File: src/rtl/coal_pkg.sv
package coal_pkg;
  localparam int SEG_BITS   = 7;   // 128-byte window
  localparam int CHUNK_BITS = 5;   // 32-byte quarter

  typedef enum logic [1:0] {
    SZ_32  = 2'd0,
    SZ_64  = 2'd1,
    SZ_128 = 2'd2
  } txn_size_e;

  function automatic logic [4:0] width_bytes(input logic [1:0] code);
    case (code)
      2'd0:    width_bytes = 5'd4;
      2'd1:    width_bytes = 5'd8;
      default: width_bytes = 5'd16;
    endcase
  endfunction
endpackage

File: src/rtl/coal_lead_pick.sv
module coal_lead_pick #(
  parameter int LANES = 16,
  localparam int IW = $clog2(LANES)
) (
  input  logic [LANES-1:0] pend_i,
  output logic [IW-1:0]    lead_o
);
  always_comb begin
    lead_o = '0;
    for (int i = LANES - 1; i >= 0; i--) begin
      if (pend_i[i]) lead_o = IW'(i);
    end
  end
endmodule

File: src/rtl/coal_seg_build.sv
module coal_seg_build
  import coal_pkg::*;
#(
  parameter int LANES = 16,
  parameter int AW    = 32,
  localparam int IW   = $clog2(LANES)
) (
  input  logic [LANES-1:0]    pend_i,
  input  logic [LANES*AW-1:0] addr_i,
  input  logic [1:0]          wcode_i,
  input  logic [IW-1:0]       lead_i,
  output logic [LANES-1:0]    mask_o,
  output logic [AW-1:0]       base_o,
  output txn_size_e           size_o
);
  localparam int SW = AW - SEG_BITS;

  logic [SW-1:0] lead_seg;
  logic [4:0]    wb;
  logic [3:0]    span [LANES];
  logic [3:0]    cmap;

  assign lead_seg = addr_i[int'(lead_i)*AW + SEG_BITS +: SW];
  assign wb       = width_bytes(wcode_i);

  for (genvar g = 0; g < LANES; g++) begin : g_lane
    logic [AW-1:0] la;
    logic [1:0]    c_lo, c_hi;
    logic [2:0]    c_end;
    assign la         = addr_i[g*AW +: AW];
    assign mask_o[g]  = pend_i[g] && (la[AW-1:SEG_BITS] == lead_seg);
    assign c_lo       = la[SEG_BITS-1:CHUNK_BITS];
    assign c_end      = 3'((8'(la[SEG_BITS-1:0]) + 8'(wb) - 8'd1) >> CHUNK_BITS);
    assign c_hi       = c_end[2] ? 2'd3 : c_end[1:0];
    always_comb begin
      for (int k = 0; k < 4; k++)
        span[g][k] = mask_o[g] && (2'(k) >= c_lo) && (2'(k) <= c_hi);
    end
  end

  always_comb begin
    cmap = '0;
    for (int i = 0; i < LANES; i++) cmap |= span[i];
  end

  logic       lo_used, hi_used;
  logic [1:0] pair;
  logic [1:0] quarter;

  always_comb begin
    lo_used = |cmap[1:0];
    hi_used = |cmap[3:2];
    pair    = hi_used ? cmap[3:2] : cmap[1:0];
    if (lo_used && hi_used) begin
      size_o  = SZ_128;
      quarter = 2'd0;
    end else if (pair == 2'b11) begin
      size_o  = SZ_64;
      quarter = {hi_used, 1'b0};
    end else begin
      size_o  = SZ_32;
      quarter = {hi_used, pair[1]};
    end
    base_o = {lead_seg, quarter, {CHUNK_BITS{1'b0}}};
  end

  // every served lane's start byte lies inside the issued window
  always_comb begin
    if (pend_i != '0) begin
      for (int i = 0; i < LANES; i++) begin
        if (mask_o[i]) begin
          AST_LANE_COVERED: assert ((addr_i[i*AW +: AW] - base_o) < (AW'(32) << size_o));
        end
      end
    end
  end
endmodule

File: src/rtl/mem_coalescer.sv
module mem_coalescer
  import coal_pkg::*;
#(
  parameter int LANES = 16,
  parameter int AW    = 32,
  localparam int IW   = $clog2(LANES)
) (
  input  logic                clk_i,
  input  logic                rst_ni,
  input  logic                req_valid_i,
  output logic                req_ready_o,
  input  logic [LANES-1:0]    req_lane_en_i,
  input  logic [LANES*AW-1:0] req_addr_i,
  input  logic [1:0]          req_width_i,
  output logic                txn_valid_o,
  input  logic                txn_ready_i,
  output logic [AW-1:0]       txn_addr_o,
  output logic [1:0]          txn_size_o,
  output logic [LANES-1:0]    txn_mask_o,
  output logic                txn_last_o
);
  logic [LANES-1:0]    pend_q;
  logic [LANES*AW-1:0] addr_q;
  logic [1:0]          wcode_q;
  logic [IW-1:0]       lead;
  txn_size_e           size;
  logic                req_fire, txn_fire;

  assign req_ready_o = (pend_q == '0);
  assign txn_valid_o = (pend_q != '0);
  assign req_fire    = req_valid_i && req_ready_o;
  assign txn_fire    = txn_valid_o && txn_ready_i;
  assign txn_size_o  = size;
  assign txn_last_o  = ((pend_q & ~txn_mask_o) == '0);

  coal_lead_pick #(.LANES(LANES)) u_lead (
    .pend_i (pend_q),
    .lead_o (lead)
  );

  coal_seg_build #(.LANES(LANES), .AW(AW)) u_seg (
    .pend_i  (pend_q),
    .addr_i  (addr_q),
    .wcode_i (wcode_q),
    .lead_i  (lead),
    .mask_o  (txn_mask_o),
    .base_o  (txn_addr_o),
    .size_o  (size)
  );

  always_ff @(posedge clk_i or negedge rst_ni) begin
    if (!rst_ni) begin
      pend_q  <= '0;
      addr_q  <= '0;
      wcode_q <= '0;
    end else if (req_fire) begin
      pend_q  <= req_lane_en_i;
      addr_q  <= req_addr_i;
      wcode_q <= req_width_i;
    end else if (txn_fire) begin
      pend_q  <= pend_q & ~txn_mask_o;
    end
  end

  AST_REQ_BLOCKED: assert property (@(posedge clk_i) disable iff (!rst_ni)
    txn_valid_o |-> !req_ready_o);

  AST_BASE_ALIGN: assert property (@(posedge clk_i) disable iff (!rst_ni)
    txn_valid_o |-> (txn_size_o != 2'd3) &&
      ((txn_addr_o & ((AW'(32) << txn_size_o) - AW'(1))) == '0));

  AST_SERVED_ONCE: assert property (@(posedge clk_i) disable iff (!rst_ni)
    txn_fire |=> ((pend_q & $past(txn_mask_o)) == '0));

  AST_DRAIN: assert property (@(posedge clk_i) disable iff (!rst_ni)
    (txn_fire && txn_last_o) |=> (!txn_valid_o && req_ready_o));

  AST_EMPTY_REQ: assert property (@(posedge clk_i) disable iff (!rst_ni)
    (req_fire && req_lane_en_i == '0) |=> req_ready_o);

  AST_HOLD: assert property (@(posedge clk_i) disable iff (!rst_ni)
    (txn_valid_o && !txn_ready_i) |=> (txn_valid_o && $stable(txn_addr_o) &&
      $stable(txn_size_o) && $stable(txn_mask_o) && $stable(txn_last_o)));

  for (genvar g = 0; g < LANES; g++) begin : g_align_chk
    AST_LANE_ALIGNED: assert property (@(posedge clk_i) disable iff (!rst_ni)
      (req_fire && req_lane_en_i[g]) |->
        ((req_addr_i[g*AW +: AW] & AW'(width_bytes(req_width_i) - 5'd1)) == '0));
  end
endmodule

File: config.mk
export PLATFORM = sky130hd
export DESIGN_NAME = mem_coalescer
export DESIGN_NICKNAME = d
export VERILOG_FILES = /design/src/rtl/coal_pkg.sv /design/src/rtl/coal_lead_pick.sv /design/src/rtl/coal_seg_build.sv /design/src/rtl/mem_coalescer.sv
export SDC_FILE = /design/constraint.sdc
export NUM_CORES = 1
export LEC_CHECK = 0
export ABC_AREA = 1
export BUFFER_PORTS_ARGS = -buffer_cell sky130_fd_sc_hd__buf_2
export CORE_MARGIN = 2
export CORE_UTILIZATION = 58
export CTS_CLUSTER_DIAMETER = 150
export DETAILED_ROUTE_END_ITERATION = 6
export HOLD_SLACK_MARGIN = 0.1
export PLACE_DENSITY = 0.82
export SLEW_MARGIN = 20
export SYNTH_ARGS = -nofsm -noshare
export SYNTH_HDL_FRONTEND = slang
export SYNTH_SLANG_ARGS = --single-unit
File: constraint.sdc
create_clock -name clk_i -period 5.35 [get_ports clk_i]
set_input_delay 0.8025 -clock clk_i [delete_from_list [all_inputs] [get_ports clk_i]]
set_output_delay 0.8025 -clock clk_i [all_outputs]
set_load 0.1 [all_outputs]
==> impl_metrics.ini, run 1 <==
[final_layout]
final_cell_mix = nand2_1 (1247), nand3_1 (598), buf_2 (535)
layout.nets = 6282
multi_input_area_um2 = 20400
drive_above_1_share = 0.245
seq_area_um2 = 13300
mostFrequentLayoutCell = nand2_1
syn2layout_area_growth_pct = 25.2
nFillCells = 4867

[drt]
via_count = 37900
drt_iter0_markers = 4363
detail-route-antenna-nets = 0
post_drt_wl_per_cell_um = 21.2
routed_via_density = 5.84
wl_um = 138000
firstDrtPassIters = 7
drc = 17

[global_route]
grt_util_met2 = 0.635
grt_overflow = 0
grt_max_degree = 169
antenna_found_initial = 20
grtUsageMet1 = 0.536
grtUsageMet3 = 0.0884
busiest_layer = met2
grt_pass1_wl_um = 203000
grt.total_usage = 0.414
grt_pass1_vias = 35300

[placed_design]
dp_hpwl_um = 98100
port-buffer-count = 581
place.gp.congestion = 1.01

[die]
rows = 91
core_area_um2 = 61600
ios = 587
die_h_um = 254
die_w_um = 254
start_util = 0.587
die_area_um2 = 64300

[synthesis]
synth.avg_cell_area_um2 = 7.31
synth_cells = 4940
ys_seq_area_frac = 0.367
synth.distinct_cells = 36
synth_area_um2 = 36100
ys_ff_latch = 530
ys_warn_count = 0

[worst_setup_path]
critPathRequiredTime_ns = 4.55
crit_fanout = 8
startpoint = pend_q[14]
max_stage_delay_ns = 0.38
r2r_start = pend_q[14]
criticalPathCategory = flop to output pin
worst_path_max_delay_cell = dfrtp_1
critPathLaunchType = flop
crit_path_end_kind = output pin
crit_top_cell = nand2_1
arrival_ns = 4.93

[sta]
period_minus_slack_ns = 5.73
setup_viol = 7
period_share = 1.07
rsz0062_at_grt = true
fmax_ghz = 0.175
clock_skew_ns = 0.0252
drv_slew = 0
whs_ns = 0.182
setup_ws_ns = -0.380
timing.max_slew.rel_slack = 0.434
hold_viol = 0
tightestPinTransition_ns = 0.850

[cts]
cts-root-buf = clkbuf_16
ctsHoldBuffers = 0
cts_max_path_buffers = 3
cts_tree = done
clock-sinks = 530
clk_pin_slew_worst_paths_ns = 0.06
h-tree-depth = 2
clkLatencyLatePin_ns = 0.66
cts_inserted_buffers = 59

[job]
cap_violations = 0

[status]
violations = DRC, setup timing
outcome = finished, violations left

[min_path]
hp-class = primary input to async pin
## synth_stat cells
cell,instances,area [um2]
nand3_2,31,310
o21ai_1,2,10.0
clkbuf_4,4,30.0
nor4_1,4,25.0
nand3_1,633,3170
nand2_1,1283,4820
buf_8,12,180
buf_1,12,45.0
nand3b_1,142,1070
mux2_2,212,2390
buf_2,84,420
a21oi_1,343,1720
nor3_1,1,5.00
dfrtp_1,530,13300
conb_1,1,3.75
nand2_4,3,33.8
nor2_4,1,11.3
nand4_1,63,394
nor2_1,526,1970
xnor2_1,56,490
clkinv_1,1,3.75
clkbuf_1,112,420
a31oi_1,12,75.1
a21oi_4,1,16.3
inv_1,510,1910
o21ai_0,60,300
xor2_1,21,184
buf_6,14,158
or2_2,3,18.8
ha_1,160,2000
nor2_2,24,150
o211ai_1,22,165
buf_4,25,188
nand2_2,20,125
inv_2,8,30.0
a31o_2,4,35.0
## metrics by stage
stage | instances | cell area, um2 | setup slack [ns] | setup TNS [ns] | utilization
floorplan | 4944 | 36200 | -0.0122 | -0.0122 | -
global placement | 6298 | 41300 | 0.00309 | 0 | 0.670
detailed placement | 6298 | 41300 | -0.0150 | -0.0150 | 0.670
CTS | 6438 | 44200 | -0.320 | -1.57 | 0.718
global route | 6493 | 45200 | -0.610 | -4.64 | 0.734
finish | 6493 | 45200 | -0.380 | -1.78 | 0.734
## final timing paths
path | to | slack [ns] | depth (start not counted)
worst max-delay path | txn_size_o[0] | -0.38 | 40
worst min-delay path | addr_q[436] | 0.18 | 1
worst max register to register | pend_q[4] | 1.35 | 34
worst min register to register | addr_q[11] | 0.51 | 1
max in group asynchronous | addr_q[320] | 3.84 | 2
min in group clk_i | addr_q[151] | 0.38 | 2
## registers in the layout, indices dropped and copies added (netlist names)
register,count
wcode_q,2
addr_q,512
pend_q,16
## logic make-up (layout without fill, tap and decap cells)
logic type                 Yosys count  after routing  synth area share
and+or+nand+nor                   2734           2738             0.335
buffers and inverters              782           1470            0.0938
DFF                                530            530             0.367
AOI/OAI and AO/OA                  444            444            0.0642
muxes                              212            212            0.0661
adders and majority gates          160            160            0.0554
xor gates and xnor gates            77             77            0.0187
other                                1             25          0.000104
## routing by layer
metal,routed length (um),up-vias
met5,0,-
met4,9770,0
met3,15400,534
met2,60800,2303
met1,51700,17800
li1,-,17300
## cell type report
type / instances / share of cell area
Inverter: 519 / 0.0435
Timing Repair Buffer: 842 / 0.142
Multi-Input combinational cell: 3636 / 0.452
Tap cell: 837 / 0.0232
Clock inverter: 25 / 0.00761
Sequential cell: 530 / 0.293
Antenna cell: 20 / 0.00111
Clock buffer: 84 / 0.0371
## worst max-delay path: cells and delay by family, from the launching register on
kind	cells	cell delay [ns]
buffers and inverters	6	0.83
AND/OR/NAND/NOR	34	3.05
flip-flops	1	0.38
## timing repair
item,4_1_cts,5_1_grt
endpoints found under the setup margin,20,20
pin swaps,27,58
resized for setup,128,128
cloned,9,12
setup buffers,22,25
Power of run 1 is not shown: default switching activity piles up to over one toggle a cycle in this logic, so the estimate is an artifact.
==> run 2, diff against run 1 <==
--- a/config.mk
+++ b/config.mk
@@ -7,12 +7,14 @@
 export LEC_CHECK = 0
 export ABC_AREA = 1
 export BUFFER_PORTS_ARGS = -buffer_cell sky130_fd_sc_hd__buf_2
+export CELL_PAD_IN_SITES_DETAIL_PLACEMENT = 0
+export CELL_PAD_IN_SITES_GLOBAL_PLACEMENT = 1
 export CORE_MARGIN = 2
-export CORE_UTILIZATION = 58
+export CORE_UTILIZATION = 42
 export CTS_CLUSTER_DIAMETER = 150
 export DETAILED_ROUTE_END_ITERATION = 6
 export HOLD_SLACK_MARGIN = 0.1
-export PLACE_DENSITY = 0.82
+export PLACE_DENSITY_LB_ADDON = 0.1
 export SLEW_MARGIN = 20
 export SYNTH_ARGS = -nofsm -noshare
 export SYNTH_HDL_FRONTEND = slang
==> run 2 against run 1 <==
  * Non-clock buffer count increased by 58
  * Sequential cell count stayed put
  * Clock-buffer cell count up 17
  * First-iteration DRC count shrank 36%
  * Sequential share of layout area decreased by 0.83 points
  * Worst hold slack worse by 0.0014 ns
  * Critical path type unchanged
  * Highest routed layer is now met5
  * Critical path depth grew 1
  * Clock skew shrank 0.0057 ns
  * Final area rose by 2.9%
  * Via count down 5.1%
  * The flow finishes with violations (setup timing)
==> impl_metrics.ini, run 2 (same netlist as run 1, synthesis figures left out) <==
[drt]
routed_via_density = 5.25
wl_um = 145000
post_drt_wl_per_cell_um = 21.1
drc = 0
detail-route-antenna-nets = 0
via_count = 35900
firstDrtPassIters = 5
drt_iter0_markers = 2806

[worst_setup_path]
critPathLaunchType = flop
crit_fanout = 12
arrival_ns = 4.91
crit_path_end_kind = output pin
critPathRequiredTime_ns = 4.55
criticalPathCategory = flop to output pin
worst_path_max_delay_cell = dfrtp_1
max_stage_delay_ns = 0.39
crit_top_cell = nand2_1

[placed_design]
dpl.cell_count = 6653
pre_cts_ws_ns = -0.0616
dp_hpwl_um = 108000
place.gp.congestion = 0.933
port-buffer-count = 581

[cts]
ctsHoldBuffers = 0
cts_inserted_buffers = 68
h-tree-depth = 3
clk_pin_slew_worst_paths_ns = 0.06
clock-sinks = 530
cts-root-buf = clkbuf_16
clkLatencyLatePin_ns = 0.63
cts_tree = done
cts_max_path_buffers = 3

[die]
core_area_um2 = 85300
rows = 107
start_util = 0.424
ios = 587
die_w_um = 297
die_h_um = 297
die_area_um2 = 88400

[final_layout]
mostFrequentLayoutCell = nand2_1
final_util = 0.546
largest_reg_flops = 512
layout.nets = 6347
drive_above_1_share = 0.260
nFillCells = 8400
multi_input_area_um2 = 20500
syn2layout_area_growth_pct = 28.8
reg.largest.list = addr_q (512), pend_q (16), wcode_q (2)
largest-register = addr_q
seq_area_um2 = 13300
finalNonFillerCells = 6850
final_cell_mix = nand2_1 (1233), nand3_1 (594), buf_2 (545)

[sta]
finalSetupTns_ns = -1.96
rsz0062_at_grt = true
tightestPinTransition_ns = 0.904
period_share = 1.07
setup_ws_ns = -0.364
fmax_ghz = 0.175
setup_viol = 10
drv_slew = 0
timing.max_slew.rel_slack = 0.397
clock_skew_ns = 0.0195
hold_viol = 0
period_minus_slack_ns = 5.71

[min_path]
hp-class = primary input to async pin

[status]
outcome = finished, violations left
violations = setup timing

[global_route]
grt_pass1_wl_um = 214000
grt_max_degree = 170
antenna_found_initial = 17
grt.total_usage = 0.319
grt_overflow = 0
grt_pass1_vias = 34500

[job]
cap_violations = 0
run 2: cell count changes in the layout (fill, tap and decap cells not counted), moves of 5 or more:
cell       previous run  this run
buf_4               188       206
clkbuf_16            69        80
nor2_1              478       462
nand2_1            1247      1233
nand3_2              54        63
nand3_4              12         7
buf_6                16        43
diode_2              20         6
nor2_2               32        44
nand2_2              34        51
clkinv_2             11         5
buf_12               75        83
buf_2               535       545
run 2: timing repair:
item	4_1_cts	5_1_grt
pin swaps	38	38
setup endpoints to repair	20	20
buffers inserted	33	25
resized for setup	182	121
gates cloned	11	8
run 2: per-layer routing:
metal  vias up  GRT usage  wire, um  share of wire
li1      17400          -         -              -
met1     17200      0.433     62800           0.43
met2      1153      0.519     67200           0.46
met3       213     0.0499      9790          0.068
met4         6      0.105      4930          0.034
met5         -          0        31        0.00021
run 2: layout make-up:
class | instances | share of cell area
Antenna cell | 6 | 0.000323
Clock buffer | 101 | 0.0445
Clock inverter | 16 | 0.00675
Inverter | 519 | 0.0421
Multi-Input combinational cell | 3634 | 0.441
Sequential cell | 530 | 0.285
Tap cell | 1144 | 0.0308
Timing Repair Buffer | 900 | 0.150
run 2: worst paths after layout:
kind | startpoint | endpoint | slack [ns] | cells past startpoint
setup reg to reg | pend_q[14] | pend_q[5] | 1.29 | 39
hold reg to reg | addr_q[0] | addr_q[0] | 0.51 | 1
max in group asynchronous | rst_ni | addr_q[483] | 3.89 | 2
min in group clk_i | req_addr_i[375] | addr_q[375] | 0.40 | 2
setup / recovery | pend_q[14] | txn_addr_o[6] | -0.36 | 41
hold / removal | rst_ni | addr_q[468] | 0.18 | 1
run 2: metrics by stage:
step | area, um2 | hold WS (ns)
floorplan | 36200 | 0.480
finish | 46500 | 0.181
detailed placement | 42100 | 0.496
global route | 46500 | 0.208
CTS | 45700 | 0.182
global placement | 42100 | 0.493
run 2: worst max-delay path: cells and delay by family (launching register included):
kind | cells | cell delay [ns]
AND/OR/NAND/NOR | 31 | 2.46
buffers and inverters | 9 | 1.23
flip-flops | 1 | 0.39
AO/OA/AOI/OAI | 1 | 0.17
Power of run 2 is left out for the same reason.
